<file path="src/rtl/bsr_pkg.sv">
package bsr_pkg;

  localparam int BYTE_W = 8;

  typedef enum logic {
    ST_HUNT = 1'b0,
    ST_RECV = 1'b1
  } rx_state_e;

  // queue entry: byte plus its parity status
  typedef struct packed {
    logic [BYTE_W-1:0] data;
    logic              perr;
  } rx_item_t;

  localparam int ITEM_W = $bits(rx_item_t);

  // close cause, at most one bit set
  typedef struct packed {
    logic cd;
    logic ov;
    logic par;
  } close_cause_t;

endpackage

</file>
<file path="src/rtl/bsr_hunt.sv">
module bsr_hunt #(
  parameter int PAT_W = 16
) (
  input  logic             clk,
  input  logic             rst_n,
  input  logic             bit_en,
  input  logic             rx_bit,
  input  logic             hunting,
  input  logic             carrier,
  input  logic             ext_sync,
  input  logic [1:0]       sync_mode,
  input  logic [PAT_W-1:0] sync_pat,
  output logic             sync_hit
);

  localparam int FILL_W  = $clog2(PAT_W + 1);
  localparam int SHORT_W = PAT_W / 4;
  localparam int MID_W   = PAT_W / 2;

  logic [PAT_W-2:0]  hist;
  logic [PAT_W-1:0]  hist_nx;
  logic [PAT_W-1:0]  aligned;
  logic [PAT_W-1:0]  mask;
  logic [FILL_W-1:0] fill;
  logic [FILL_W-1:0] fill_nx;
  logic [FILL_W-1:0] need;
  logic [FILL_W-1:0] drop;
  logic              pat_eq;

  always_comb begin
    // newest bit enters at the top, so the last N bits sit in the top N
    hist_nx = {rx_bit, hist};
    fill_nx = (fill == FILL_W'(PAT_W)) ? fill : fill + 1'b1;
    case (sync_mode)
      2'b01:   need = FILL_W'(SHORT_W);
      2'b10:   need = FILL_W'(MID_W);
      default: need = FILL_W'(PAT_W);
    endcase
    drop    = FILL_W'(PAT_W) - need;
    aligned = hist_nx >> drop;
    mask    = {PAT_W{1'b1}} >> drop;
    pat_eq  = ((aligned ^ sync_pat) & mask) == '0;
  end

  always_comb begin
    if (!hunting || !carrier)   sync_hit = 1'b0;
    else if (sync_mode == 2'b00) sync_hit = ext_sync;
    else                          sync_hit = bit_en && (fill_nx >= need) && pat_eq;
  end

  always_ff @(posedge clk) begin
    if (!rst_n || !hunting) begin
      hist <= '0;
      fill <= '0;
    end else if (bit_en) begin
      hist <= hist_nx[PAT_W-1:1];
      fill <= fill_nx;
    end
  end

endmodule

</file>
<file path="src/rtl/bsr_deser.sv">
module bsr_deser #(
  parameter int BYTE_W = 8
) (
  input  logic              clk,
  input  logic              rst_n,
  input  logic              bit_en,
  input  logic              rx_bit,
  input  logic              active,
  input  logic              par_en,
  output logic              byte_done,
  output logic [BYTE_W-1:0] byte_data,
  output logic              byte_perr
);

  localparam int CNT_W = $clog2(BYTE_W);
  localparam logic [CNT_W-1:0] LAST = CNT_W'(BYTE_W - 1);

  logic [BYTE_W-2:0] sh;
  logic [CNT_W-1:0]  cnt;

  // first bit received ends up in bit 0
  assign byte_data = {rx_bit, sh};
  assign byte_done = active && bit_en && (cnt == LAST);
  assign byte_perr = par_en && !(^byte_data);

  always_ff @(posedge clk) begin
    if (!rst_n) begin
      sh  <= '0;
      cnt <= '0;
    end else if (!active) begin
      cnt <= '0;
    end else if (bit_en) begin
      sh  <= byte_data[BYTE_W-1:1];
      cnt <= byte_done ? '0 : cnt + 1'b1;
    end
  end

endmodule

</file>
<file path="src/rtl/bsr_fifo.sv">
module bsr_fifo #(
  parameter int DEPTH = 2,
  parameter int W     = 9
) (
  input  logic         clk,
  input  logic         rst_n,
  input  logic         push,
  input  logic         ovw,
  input  logic         pop,
  input  logic [W-1:0] wdata,
  output logic         full,
  output logic         valid,
  output logic [W-1:0] rdata
);

  localparam int PTR_W = (DEPTH > 1) ? $clog2(DEPTH) : 1;
  localparam int CNT_W = $clog2(DEPTH + 1);
  localparam logic [PTR_W-1:0] PTR_LAST = PTR_W'(DEPTH - 1);

  logic [W-1:0]     mem [DEPTH];
  logic [PTR_W-1:0] wr_ptr;
  logic [PTR_W-1:0] rd_ptr;
  logic [PTR_W-1:0] newest;
  logic [CNT_W-1:0] cnt;

  function automatic logic [PTR_W-1:0] ptr_inc(input logic [PTR_W-1:0] p);
    return (p == PTR_LAST) ? '0 : p + 1'b1;
  endfunction

  assign newest = (wr_ptr == '0) ? PTR_LAST : wr_ptr - 1'b1;
  assign full   = (cnt == CNT_W'(DEPTH));
  assign valid  = (cnt != '0);
  assign rdata  = mem[rd_ptr];

  for (genvar i = 0; i < DEPTH; i++) begin : g_slot
    always_ff @(posedge clk) begin
      if (!rst_n) begin
        mem[i] <= '0;
      end else if (push && wr_ptr == PTR_W'(i)) begin
        mem[i] <= wdata;
      end else if (!push && ovw && newest == PTR_W'(i)) begin
        mem[i] <= wdata;
      end
    end
  end

  always_ff @(posedge clk) begin
    if (!rst_n) begin
      wr_ptr <= '0;
      rd_ptr <= '0;
      cnt    <= '0;
    end else begin
      if (push) wr_ptr <= ptr_inc(wr_ptr);
      if (pop)  rd_ptr <= ptr_inc(rd_ptr);
      case ({push, pop})
        2'b10:   cnt <= cnt + 1'b1;
        2'b01:   cnt <= cnt - 1'b1;
        default: cnt <= cnt;
      endcase
    end
  end

endmodule

</file>
<file path="src/rtl/bsync_rx.sv">
module bsync_rx #(
  parameter int PAT_W      = 16,
  parameter int FIFO_DEPTH = 2,
  parameter int CNT_W      = 16
) (
  input  logic             clk,
  input  logic             rst_n,
  input  logic             bit_en,
  input  logic             rx_bit,
  input  logic             carrier,
  input  logic             ext_sync,
  input  logic [1:0]       sync_mode,
  input  logic [PAT_W-1:0] sync_pat,
  input  logic             par_en,
  input  logic             int_en,
  input  logic             par_cnt_clr,
  output logic             out_valid,
  input  logic             out_ready,
  output logic [7:0]       out_data,
  output logic             out_perr,
  output logic             frm_close,
  output logic             frm_cd,
  output logic             frm_ov,
  output logic             frm_par,
  output logic             rx_irq,
  output logic [CNT_W-1:0] par_cnt
);

  import bsr_pkg::*;

  localparam logic [CNT_W-1:0] CNT_MAX = {CNT_W{1'b1}};

  rx_state_e         state;
  logic              in_frame;
  logic              sync_hit;
  logic              byte_done;
  logic [BYTE_W-1:0] byte_data;
  logic              byte_perr;
  logic              q_full;
  logic              q_pop;
  logic              q_push;
  logic              q_ovw;
  rx_item_t          q_in;
  rx_item_t          q_out;
  logic              cd_abort;
  logic              byte_ok;
  logic              par_fail;
  close_cause_t      cause;

  assign in_frame = (state == ST_RECV);

  bsr_hunt #(.PAT_W(PAT_W)) u_hunt (
    .clk       (clk),
    .rst_n     (rst_n),
    .bit_en    (bit_en),
    .rx_bit    (rx_bit),
    .hunting   (state == ST_HUNT),
    .carrier   (carrier),
    .ext_sync  (ext_sync),
    .sync_mode (sync_mode),
    .sync_pat  (sync_pat),
    .sync_hit  (sync_hit)
  );

  bsr_deser #(.BYTE_W(BYTE_W)) u_deser (
    .clk       (clk),
    .rst_n     (rst_n),
    .bit_en    (bit_en),
    .rx_bit    (rx_bit),
    .active    (in_frame),
    .par_en    (par_en),
    .byte_done (byte_done),
    .byte_data (byte_data),
    .byte_perr (byte_perr)
  );

  // error arbitration: carrier loss, then overrun, then parity
  always_comb begin
    cd_abort  = in_frame && !carrier;
    byte_ok   = byte_done && !cd_abort;
    q_pop     = out_valid && out_ready;
    q_ovw     = byte_ok && q_full && !q_pop;
    q_push    = byte_ok && !q_ovw;
    par_fail  = q_push && byte_perr;
    cause.cd  = cd_abort;
    cause.ov  = q_ovw;
    cause.par = par_fail;
    q_in.data = byte_data;
    q_in.perr = byte_perr;
  end

  bsr_fifo #(.DEPTH(FIFO_DEPTH), .W(ITEM_W)) u_fifo (
    .clk   (clk),
    .rst_n (rst_n),
    .push  (q_push),
    .ovw   (q_ovw),
    .pop   (q_pop),
    .wdata (q_in),
    .full  (q_full),
    .valid (out_valid),
    .rdata (q_out)
  );

  assign out_data = q_out.data;
  assign out_perr = q_out.perr;

  always_ff @(posedge clk) begin
    if (!rst_n) begin
      state <= ST_HUNT;
    end else if (cause != '0) begin
      state <= ST_HUNT;
    end else if (state == ST_HUNT && sync_hit) begin
      state <= ST_RECV;
    end
  end

  always_ff @(posedge clk) begin
    if (!rst_n) begin
      frm_close <= 1'b0;
      frm_cd    <= 1'b0;
      frm_ov    <= 1'b0;
      frm_par   <= 1'b0;
      rx_irq    <= 1'b0;
    end else begin
      frm_close <= cause != '0;
      frm_cd    <= cause.cd;
      frm_ov    <= cause.ov;
      frm_par   <= cause.par;
      rx_irq    <= (cause != '0) && int_en;
    end
  end

  always_ff @(posedge clk) begin
    if (!rst_n || par_cnt_clr) begin
      par_cnt <= '0;
    end else if (par_fail && par_cnt != CNT_MAX) begin
      par_cnt <= par_cnt + 1'b1;
    end
  end

endmodule

</file>
<file path="config.mk">
export PLATFORM = sky130hd
export DESIGN_NAME = bsync_rx
export DESIGN_NICKNAME = d
export VERILOG_FILES = /design/src/rtl/bsr_pkg.sv /design/src/rtl/bsr_hunt.sv /design/src/rtl/bsr_deser.sv /design/src/rtl/bsr_fifo.sv /design/src/rtl/bsync_rx.sv
export SDC_FILE = /design/constraint.sdc
export NUM_CORES = 1
export LEC_CHECK = 0
export ABC_AREA = 1
export BUFFER_PORTS_ARGS = -buffer_cell sky130_fd_sc_hd__buf_2
export CORE_MARGIN = 2
export CORE_UTILIZATION = 45
export CTS_CLUSTER_SIZE = 14
export DETAILED_ROUTE_END_ITERATION = 8
export GPL_ROUTABILITY_DRIVEN = 0
export GPL_TIMING_DRIVEN = 0
export PLACE_DENSITY_LB_ADDON = 0.25
export SYNTH_ARGS = -nofsm -noshare
export SYNTH_HDL_FRONTEND = slang
export SYNTH_SLANG_ARGS = --single-unit
</file>
<file path="constraint.sdc">
create_clock -name clk -period 3.7 [get_ports clk]
set_input_delay 1.11 -clock clk [delete_from_list [all_inputs] [get_ports clk]]
set_output_delay 1.11 -clock clk [all_outputs]
set_load 0.02 [all_outputs]
</file>
==> flow_summary.yaml, run 1 <==
outcome:
  status: "complete, no violations"
die:
  start_util: 0.462
  io_pins: 59
  rows: 35
  fp.dieW_um: 101
  core-area_um2: 9240
  die_y_um: 101
  die-area_um2: 10300
setup_path:
  cp-end-kind: "flop"
  crit_required_ns: 3.97
  crit_type: "in -> reg"
  worst-path-max-fanout: 11
  r2r-start: "u_deser.cnt[0]"
  crit_slowest_cell: "ha_1"
  cp_slowest_stage_delay_ns: 0.36
  crit_start: "sync_mode[0]"
  cpMostUsedCell: "nand2_1"
  critPathLaunchType: "input port"
  path_cells: "buf_2, inv_1, ha_1, buf_2, inv_2, ha_1, clkinv_1, nand3_1, nand2_1, nand2_1, nand2_1, nand3_1, nand2_1, nor2_1, nand3_1, a21oi_1"
  cp.arrival_ns: 3.43
placed_design:
  dp_hpwl_um: 7520
  pre_cts_ws_ns: 0.241
  portBuffers: 57
  dpl_cell_area_um2: 4710
routing:
  viasPerCell: 5.12
  vias: 4035
  drtPass1Iterations: 5
  ant_nets: 0
  first_iter_violations: 202
  avgRoutedWirePerCell_um: 12.4
  wl_um: 9780
  route.detailed.drc: 0
clock_network:
  cts-resized-gates: 0
  cts_tree: "done"
  clock_latency_ns: 0.34
  cts_made_buffers: 9
  postCtsSetupBuffers: 0
  ctsHtreeMaxLevel: 3
  cts_buffer_depth: 2
  ctsHoldBuffers: 0
  clk_pin_slew_worst_paths_ns: 0.08
  cts_root_buf: "clkbuf_8"
  cts_sinks: 75
run:
  drv_cap: 0
yosys:
  yosysSeqAreaShare: 0.394
  synth_cell_types: 34
  netlist_area_um2: 4270
  synth-edff-count: 18
  yosysTopAreaCellShare: 0.267
  synthCells: 586
  yosys_warnings: 0
  synth_flop_cell: "dfxtp_1"
  ys_ff_latch: 75
  synth_nets: 628
  postSynthAreaPerCell_um2: 7.28
  synth_top_area_cell: "dfxtp_1"
  synth-async-reset-ratio: 0
  ys_top_cells_by_area: "dfxtp_1 (27%), nand2_1 (15%), edfxtp_1 (13%)"
sta:
  fin_crit_sh: 0.854
  rsz0062_at_grt: "no"
  worst_slew_pin_slew_ns: 0.966
  slew_viol_final: 0
  setup_viol: 0
  relSlewSlack: 0.353
  finalWorstSetupSlack_ns: 0.540
  finalHoldViolCount: 0
  finalCriticalPeriod_ns: 3.16
  finalSetupTns_ns: 0
  fin_skew_ns: 0.0129
  fmax_ghz: 0.316
global_route:
  grt_max_degree: 13
  antenna_found_initial: 0
  grt.overflow.total: 0
  grt_use_met3: 0.0490
  gr-max-usage-layer: "met2"
  gr-usage-met2: 0.323
  grt_pass1_vias: 3750
  grt_use_total: 0.197
  grt_util_met1: 0.256
  grt_pass1_wl_um: 16400
pwr:
  peakVddDrop_uv: 182
  switchingPower_uw: 438
  p_per_area_nw_per_um2: 360
  power_frac_seq: 0.489
  power.share.switching: 0.247
  intPower_uw: 1330
  power_leakage_uw: 0.00217
  combPwrFrac: 0.129
  clkPwrFrac: 0.382
layout:
  mostFrequentLayoutCell: "nand2_1"
  final_area_um2: 4930
  syn_to_final_growth_pct: 15.5
  final_cell_mix: "nand2_1 (166), buf_2 (58), inv_1 (57), dfxtp_1 (57), nor2_1 (51)"
  num_antenna_cells: 0
  final_layout_size_suffix_gt1_frac: 0.170
  final_nets: 696
min_path:
  hp-class: "reg -> reg"
  min-delay-start: "u_fifo.rd_ptr"
-- stage by stage --
step / hold WS (ns) / utilization / std cells / power (µW)
finish: 0.461 / 0.533 / 788 / 1770
detailed placement: 0.447 / 0.510 / 772 / 1110
global route: 0.476 / 0.533 / 788 / 1850
CTS: 0.460 / 0.533 / 788 / 1790
global placement: 0.434 / 0.510 / 772 / 1100
floorplan: 0.425 / - / 586 / 1050
-- synth_stat cells (all sizes together) (10+ instances only) --
master and number:
a21oi 48, clkbuf 10, dfxtp 57, edfxtp 18, ha 14, inv 64
nand2 170, nand3 47, nand4 21, nor2 56, o21ai 22, xor2 13
-- path summary, 6_finish.rpt --
path / end / slack, ns / cells past startpoint
worst max-delay path: in_frame / 0.54 / 16
worst min-delay path: flop / 0.46 / 1
worst max register to register: u_fifo.mem[0][6] / 1.29 / 8
worst min register to register: flop / 0.46 / 1
-- flip-flops by register name, summed over array words and instances, names as in the netlist, named ones only --
name,cells
frm_cd,1
frm_close,1
frm_ov,1
frm_par,1
in_frame,1
par_cnt,16
rx_irq,1
u_deser.cnt,3
u_deser.sh,7
u_fifo.cnt,2
u_fifo.mem,18
u_fifo.rd_ptr,1
u_fifo.wr_ptr,1
u_hunt.fill,5
u_hunt.hist,15
-- final cells by class --
type / instances / area (µm²)
Fill cell: 908 / 4310
Timing Repair Buffer: 57 / 285
Clock buffer: 13 / 149
Clock inverter: 3 / 65.1
Tap cell: 129 / 161
Sequential cell: 75 / 1680
Multi-Input combinational cell: 427 / 2220
Buffer: 18 / 118
Inverter: 66 / 249
-- kinds of logic (layout without fill, tap and decap cells) --
logic type,Yosys count,in the layout,share of synthesized area
xor+xnor,18,18,0.0369
compound gates,76,76,0.0962
simple gates,310,310,0.322
fa+ha+maj,14,14,0.0411
flops,75,75,0.394
mux,9,9,0.0238
buf+inv,84,157,0.0859
-- critical path: cells and delay by family --
family | cells | cell delay (ns)
simple gates | 8 | 0.79
buf+inv | 5 | 0.72
fa+ha+maj | 2 | 0.65
compound gates | 1 | 0.15
-- power groups by stage --
stage | combinational (µW) | clock [µW] | sequential [µW]
after floorplan | 164 | 0 | 881
after global placement | 220 | 0 | 884
after detailed placement | 227 | 0 | 885
after CTS | 228 | 693 | 866
after global routing | 260 | 723 | 868
final | 228 | 676 | 867
-- routing by layer --
layer  share of wire  vias up
met5               0        -
met4           0.018        0
met3           0.055       23
met2            0.47      110
met1            0.45     1848
li1                -     2054
No activity file was read; power rests on OpenSTA's default activity.
==> inputs of run 2 (changes only) <==
- PLACE_DENSITY: unset -> 0.65
- PLACE_DENSITY_LB_ADDON: 0.25 -> unset
==> run 2 against run 1 <==
  * Routed wire length is 0.85% lower
  * Critical path depth stayed put
  * Sequential power barely moved
  * Total power increased by 0.24%
  * Maximum frequency shrank 1.5%
  * Via count down 3.3%
  * Critical endpoint unchanged
  * Design area about the same
  * Global-route usage grew 0.22 points
  * First-iteration DRC count down 17%
  * Die area did not move
  * Hold slack worse by 0.011 ns
==> flow_summary.yaml, run 2 (same netlist as run 1, synthesis figures left out) <==
routing:
  avgRoutedWirePerCell_um: 12.3
  route.detailed.drc: 0
  top_layer_used: "met4"
  vias: 3901
  wl_um: 9700
  drtPass1Iterations: 4
  m1WireLength_um: 4740
  viasPerCell: 4.95
  wl_met3_um: 364
  wl_met2_um: 4520
  ant_nets: 0
  first_iter_violations: 168
layout:
  num_antenna_cells: 0
  final_nets: 696
  num-fill-cells: 935
  mostFrequentLayoutCell: "nand2_1"
  syn_to_final_growth_pct: 15.5
  final_area_um2: 4930
  final_cell_mix: "nand2_1 (166), buf_2 (58), inv_1 (57), dfxtp_1 (57), nor2_1 (51)"
  fin_util: 0.533
  final_layout_size_suffix_gt1_frac: 0.173
  reg_top3: "u_fifo.mem x18, par_cnt x16, u_hunt.hist x15"
  largest_reg_flops: 18
  regMostFlops: "u_fifo.mem"
outcome:
  status: "complete, no violations"
pwr:
  p_per_area_nw_per_um2: 360
  power_frac_seq: 0.488
  switchingPower_uw: 463
  peakVddDrop_uv: 236
  intPower_uw: 1310
  power_leakage_uw: 0.00217
  clkPwrFrac: 0.384
  combPwrFrac: 0.128
  power.share.switching: 0.260
setup_path:
  ff2ff_path_depth: 8
  crit_type: "in -> reg"
  critPathLaunchType: "input port"
  cp.arrival_ns: 3.48
  crit_required_ns: 3.98
  cp-end-kind: "flop"
  worst-path-max-fanout: 11
clock_network:
  cts_sinks: 75
  cts-resized-gates: 0
  clk_pin_slew_worst_paths_ns: 0.08
  postCtsSetupBuffers: 0
  ctsHoldBuffers: 0
  ctsHtreeMaxLevel: 3
  cts_made_buffers: 9
  cts_buffer_depth: 2
  cts_tree: "done"
  clock_latency_ns: 0.34
  cts_root_buf: "clkbuf_8"
global_route:
  antenna_found_initial: 0
  grt_use_total: 0.200
  grt.overflow.total: 0
  grt_max_degree: 14
  grt_pass1_wl_um: 16300
  grt_pass1_vias: 3592
sta:
  fin_crit_sh: 0.867
  finalCriticalPeriod_ns: 3.21
  rsz0062_at_grt: "no"
  fmax_ghz: 0.312
  finalSetupTns_ns: 0
  worst_slew_pin_slew_ns: 1.01
  finalHoldViolCount: 0
  fin_skew_ns: 0.00416
  setup_viol: 0
  finalWorstSetupSlack_ns: 0.493
  relSlewSlack: 0.324
  slew_viol_final: 0
placed_design:
  dp_hpwl_um: 7500
  dpl_cell_area_um2: 4710
  portBuffers: 57
  pre_cts_ws_ns: 0.207
die:
  die_y_um: 101
  io_pins: 59
  core-area_um2: 9240
  die-area_um2: 10300
  rows: 35
  fp.dieW_um: 101
  start_util: 0.462
min_path:
  hp-class: "reg -> reg"
  hold_depth: 1
run:
  drv_cap: 0
-- run 2: final timing paths --
path,startpoint,endpoint,slack (ns)
max,sync_mode[0],in_frame,0.49
min,u_fifo.rd_ptr,flop,0.45
max reg2reg,u_deser.cnt[0],u_fifo.mem[0][7],1.30
min reg2reg,u_fifo.rd_ptr,flop,0.45
-- run 2: critical path: stages --
cell and delay, ns:
buf_2 0.10, inv_1 0.06, ha_1 0.31, buf_2 0.21, inv_2 0.13, ha_1 0.37
clkinv_1 0.23, nand3_1 0.16, nand2_1 0.11, nand2_1 0.07, nand2_1 0.05, nand3_1 0.06
nand2_1 0.05, nor2_1 0.18, nand3_1 0.13, a21oi_1 0.14
-- run 2: routing by layer --
metal | vias to the layer above | global-route usage
met5 | - | 0
met2 | 67 | 0.317
met4 | 0 | 0.0624
met1 | 1765 | 0.269
met3 | 6 | 0.0483
li1 | 2063 | -
-- run 2: stage by stage --
step | total power (µW) | hold slack (ns) | instances
global placement | 1110 | 0.434 | 772
floorplan | 1050 | 0.425 | 586
global route | 1860 | 0.486 | 788
detailed placement | 1110 | 0.436 | 772
finish | 1780 | 0.450 | 788
CTS | 1790 | 0.446 | 788
-- run 2: area by class of cell --
cell class / count / area (µm²) / area share
timing repair buffer: 57 / 285 / 0.0579
clock buffer: 9 / 124 / 0.0251
tap: 129 / 161 / 0.0327
inverter: 66 / 249 / 0.0505
multi-input combinational: 427 / 2220 / 0.450
sequential: 75 / 1680 / 0.341
buffer: 18 / 118 / 0.0239
clock inverter: 7 / 91.3 / 0.0185
-- run 2: power by group through the flow --
stage,sequential [µW],clock (µW),combinational [µW]
finish,866,682,228
global route,868,731,260
CTS,866,698,227
detailed placement,885,0,227
global placement,884,0,221
floorplan,881,0,164
==> inputs of run 3 (changes only) <==
- PLACE_DENSITY: 0.65 -> unset
==> run 3 against run 2 <==
  * Critical path depth unchanged
  * Clock skew increased by 0.0068 ns
  * Non-clock buffer count unchanged
  * Hold slack improved by 0.014 ns
  * Combinational power about the same
  * Maximum frequency about the same
==> flow_summary.yaml, run 3 (same netlist as run 1, synthesis figures left out) <==
outcome:
  status: "complete, no violations"
global_route:
  antenna_found_initial: 0
  grt_max_degree: 14
  grt_use_met3: 0.0414
  grt_use_total: 0.207
  grt.overflow.total: 0
  grt_util_met1: 0.274
  grt_pass1_wl_um: 17000
  grt_pass1_vias: 3710
  gr-max-usage-layer: "met2"
  gr-usage-met2: 0.353
setup_path:
  crit_slowest_cell: "ha_1"
  crit_cells: 16
  worstSetupEndpoint: "in_frame"
  path_cells: "buf_2, inv_1, ha_1, buf_2, inv_2, ha_1, clkinv_1, nand3_1, nand2_1, nand2_1, nand2_1, nand3_1, nand2_1, nor2_1, nand3_1, a21oi_1"
  critPathLaunchType: "input port"
  cp_slowest_stage_delay_ns: 0.37
  critical_path.top_delay_family: "simple AND/OR/NAND/NOR gates"
  cp.arrival_ns: 3.48
  crit_required_ns: 3.97
  worst-path-max-fanout: 11
  ff2ff_path_depth: 8
  r2r-start: "u_deser.cnt[0]"
  r2r-end: "u_fifo.mem[0][7]"
  path_buf_inv: 5
  cpMostUsedCell: "nand2_1"
  crit_start: "sync_mode[1]"
  r2r_slack_ns: 1.35
  cp-end-kind: "flop"
  crit_type: "in -> reg"
routing:
  drtPass1Iterations: 5
  wl_um: 9870
  viasPerCell: 5.02
  avgRoutedWirePerCell_um: 12.5
  route.detailed.drc: 0
  ant_nets: 0
  first_iter_violations: 144
  vias: 3956
layout:
  reg_top3: "u_fifo.mem x18, par_cnt x16, u_hunt.hist x15"
  fin_cells: 788
  final_layout_size_suffix_gt1_frac: 0.171
  regMostFlops: "u_fifo.mem"
  syn_to_final_growth_pct: 15.8
  mostFrequentLayoutCell: "nand2_1"
  fin_util: 0.535
  num_antenna_cells: 0
  final_cell_mix: "nand2_1 (166), buf_2 (58), inv_1 (57), dfxtp_1 (57), nor2_1 (51)"
  largest_reg_flops: 18
  final_nets: 696
clock_network:
  postCtsSetupBuffers: 0
  cts_made_buffers: 9
  cts_buffer_depth: 2
  cts-resized-gates: 0
  ctsHtreeMaxLevel: 3
  cts_root_buf: "clkbuf_8"
  cts_tree: "done"
  ctsHoldBuffers: 0
  cts_sinks: 75
  clk_pin_slew_worst_paths_ns: 0.07
  clock_latency_ns: 0.34
sta:
  fin_skew_ns: 0.0110
  setup_viol: 0
  relSlewSlack: 0.334
  finalSetupTns_ns: 0
  finalWorstSetupSlack_ns: 0.494
  fmax_ghz: 0.312
  rsz0062_at_grt: "no"
  worst_slew_pin_slew_ns: 0.995
  fin_crit_sh: 0.867
  finalCriticalPeriod_ns: 3.21
  finalHoldViolCount: 0
  slew_viol_final: 0
die:
  core-area_um2: 9240
  rows: 35
  io_pins: 59
  fp.dieW_um: 101
  die-area_um2: 10300
  start_util: 0.462
  die_y_um: 101
pwr:
  peakVddDrop_uv: 159
  power_leakage_uw: 0.00217
  finalPower_uw: 1810
  p_per_area_nw_per_um2: 365
placed_design:
  portBuffers: 57
  dp_hpwl_um: 7750
  dp_cells: 772
  pre_cts_ws_ns: 0.191
run:
  drv_cap: 0
min_path:
  hp-class: "reg -> reg"
-- run 3: changes by cell type in the layout (fill, tap and decap cells not counted) --
cell and delta:
clkinv_2 -1, clkinv_1 -1, clkbuf_16 +1, inv_6 -1, clkinvlp_4 +1, clkinv_4 -1, clkbuf_1 +2
-- run 3: worst reg2reg max path, cell delays in order, from the launching register on --
cell      delay (ns)
dfxtp_1         0.36
ha_1            0.15
ha_1            0.15
nand3_1         0.08
nor2_1          0.12
inv_1           0.08
nor2_4          0.17
inv_2           0.08
o211ai_1        0.79
-- run 3: layout make-up --
| type | count | area [µm²] |
|---|---|---|
| clock inverters | 4 | 72.6 |
| plain buffers | 18 | 118 |
| well taps | 129 | 161 |
| multi-input cells | 427 | 2220 |
| fillers | 922 | 4300 |
| repair buffers | 57 | 285 |
| clock buffers | 12 | 156 |
| flip-flops and latches | 75 | 1680 |
| inverters | 66 | 249 |
-- run 3: metal layers --
metal | vias to the layer above | wire length [µm] | share of wire
met5 | - | 0 | 0
met2 | 66 | 4670 | 0.47
met4 | 0 | 66 | 0.0067
li1 | 2058 | - | -
met3 | 6 | 357 | 0.036
met1 | 1826 | 4780 | 0.48
-- run 3: metrics by stage --
| stage | hold slack [ns] | instance area [µm²] |
|---|---|---|
| CTS | 0.458 | 4940 |
| global route | 0.473 | 4940 |
| finish | 0.464 | 4940 |
| global placement | 0.437 | 4710 |
| detailed placement | 0.446 | 4710 |
| floorplan | 0.425 | 4270 |
-- run 3: worst min path at each step --
stage | from | endpoint | slack [ns] | cells after the start
after floorplan | u_fifo.rd_ptr | flop | 0.43 | 1
after global placement | u_fifo.rd_ptr | u_fifo.rd_ptr | 0.44 | 1
after detailed placement | u_fifo.rd_ptr | flop | 0.45 | 1
after CTS | u_fifo.rd_ptr | u_fifo.rd_ptr | 0.46 | 1
after global routing | u_fifo.rd_ptr | u_fifo.rd_ptr | 0.47 | 1
final | u_fifo.rd_ptr | u_fifo.rd_ptr | 0.46 | 1
-- run 3: power by group --
group	internal, µW	leakage (µW)	total (µW)	switching, µW
registers	854	0.000648	866	12.1
clock network	420	0.000112	711	291
logic	80.7	0.00141	229	148
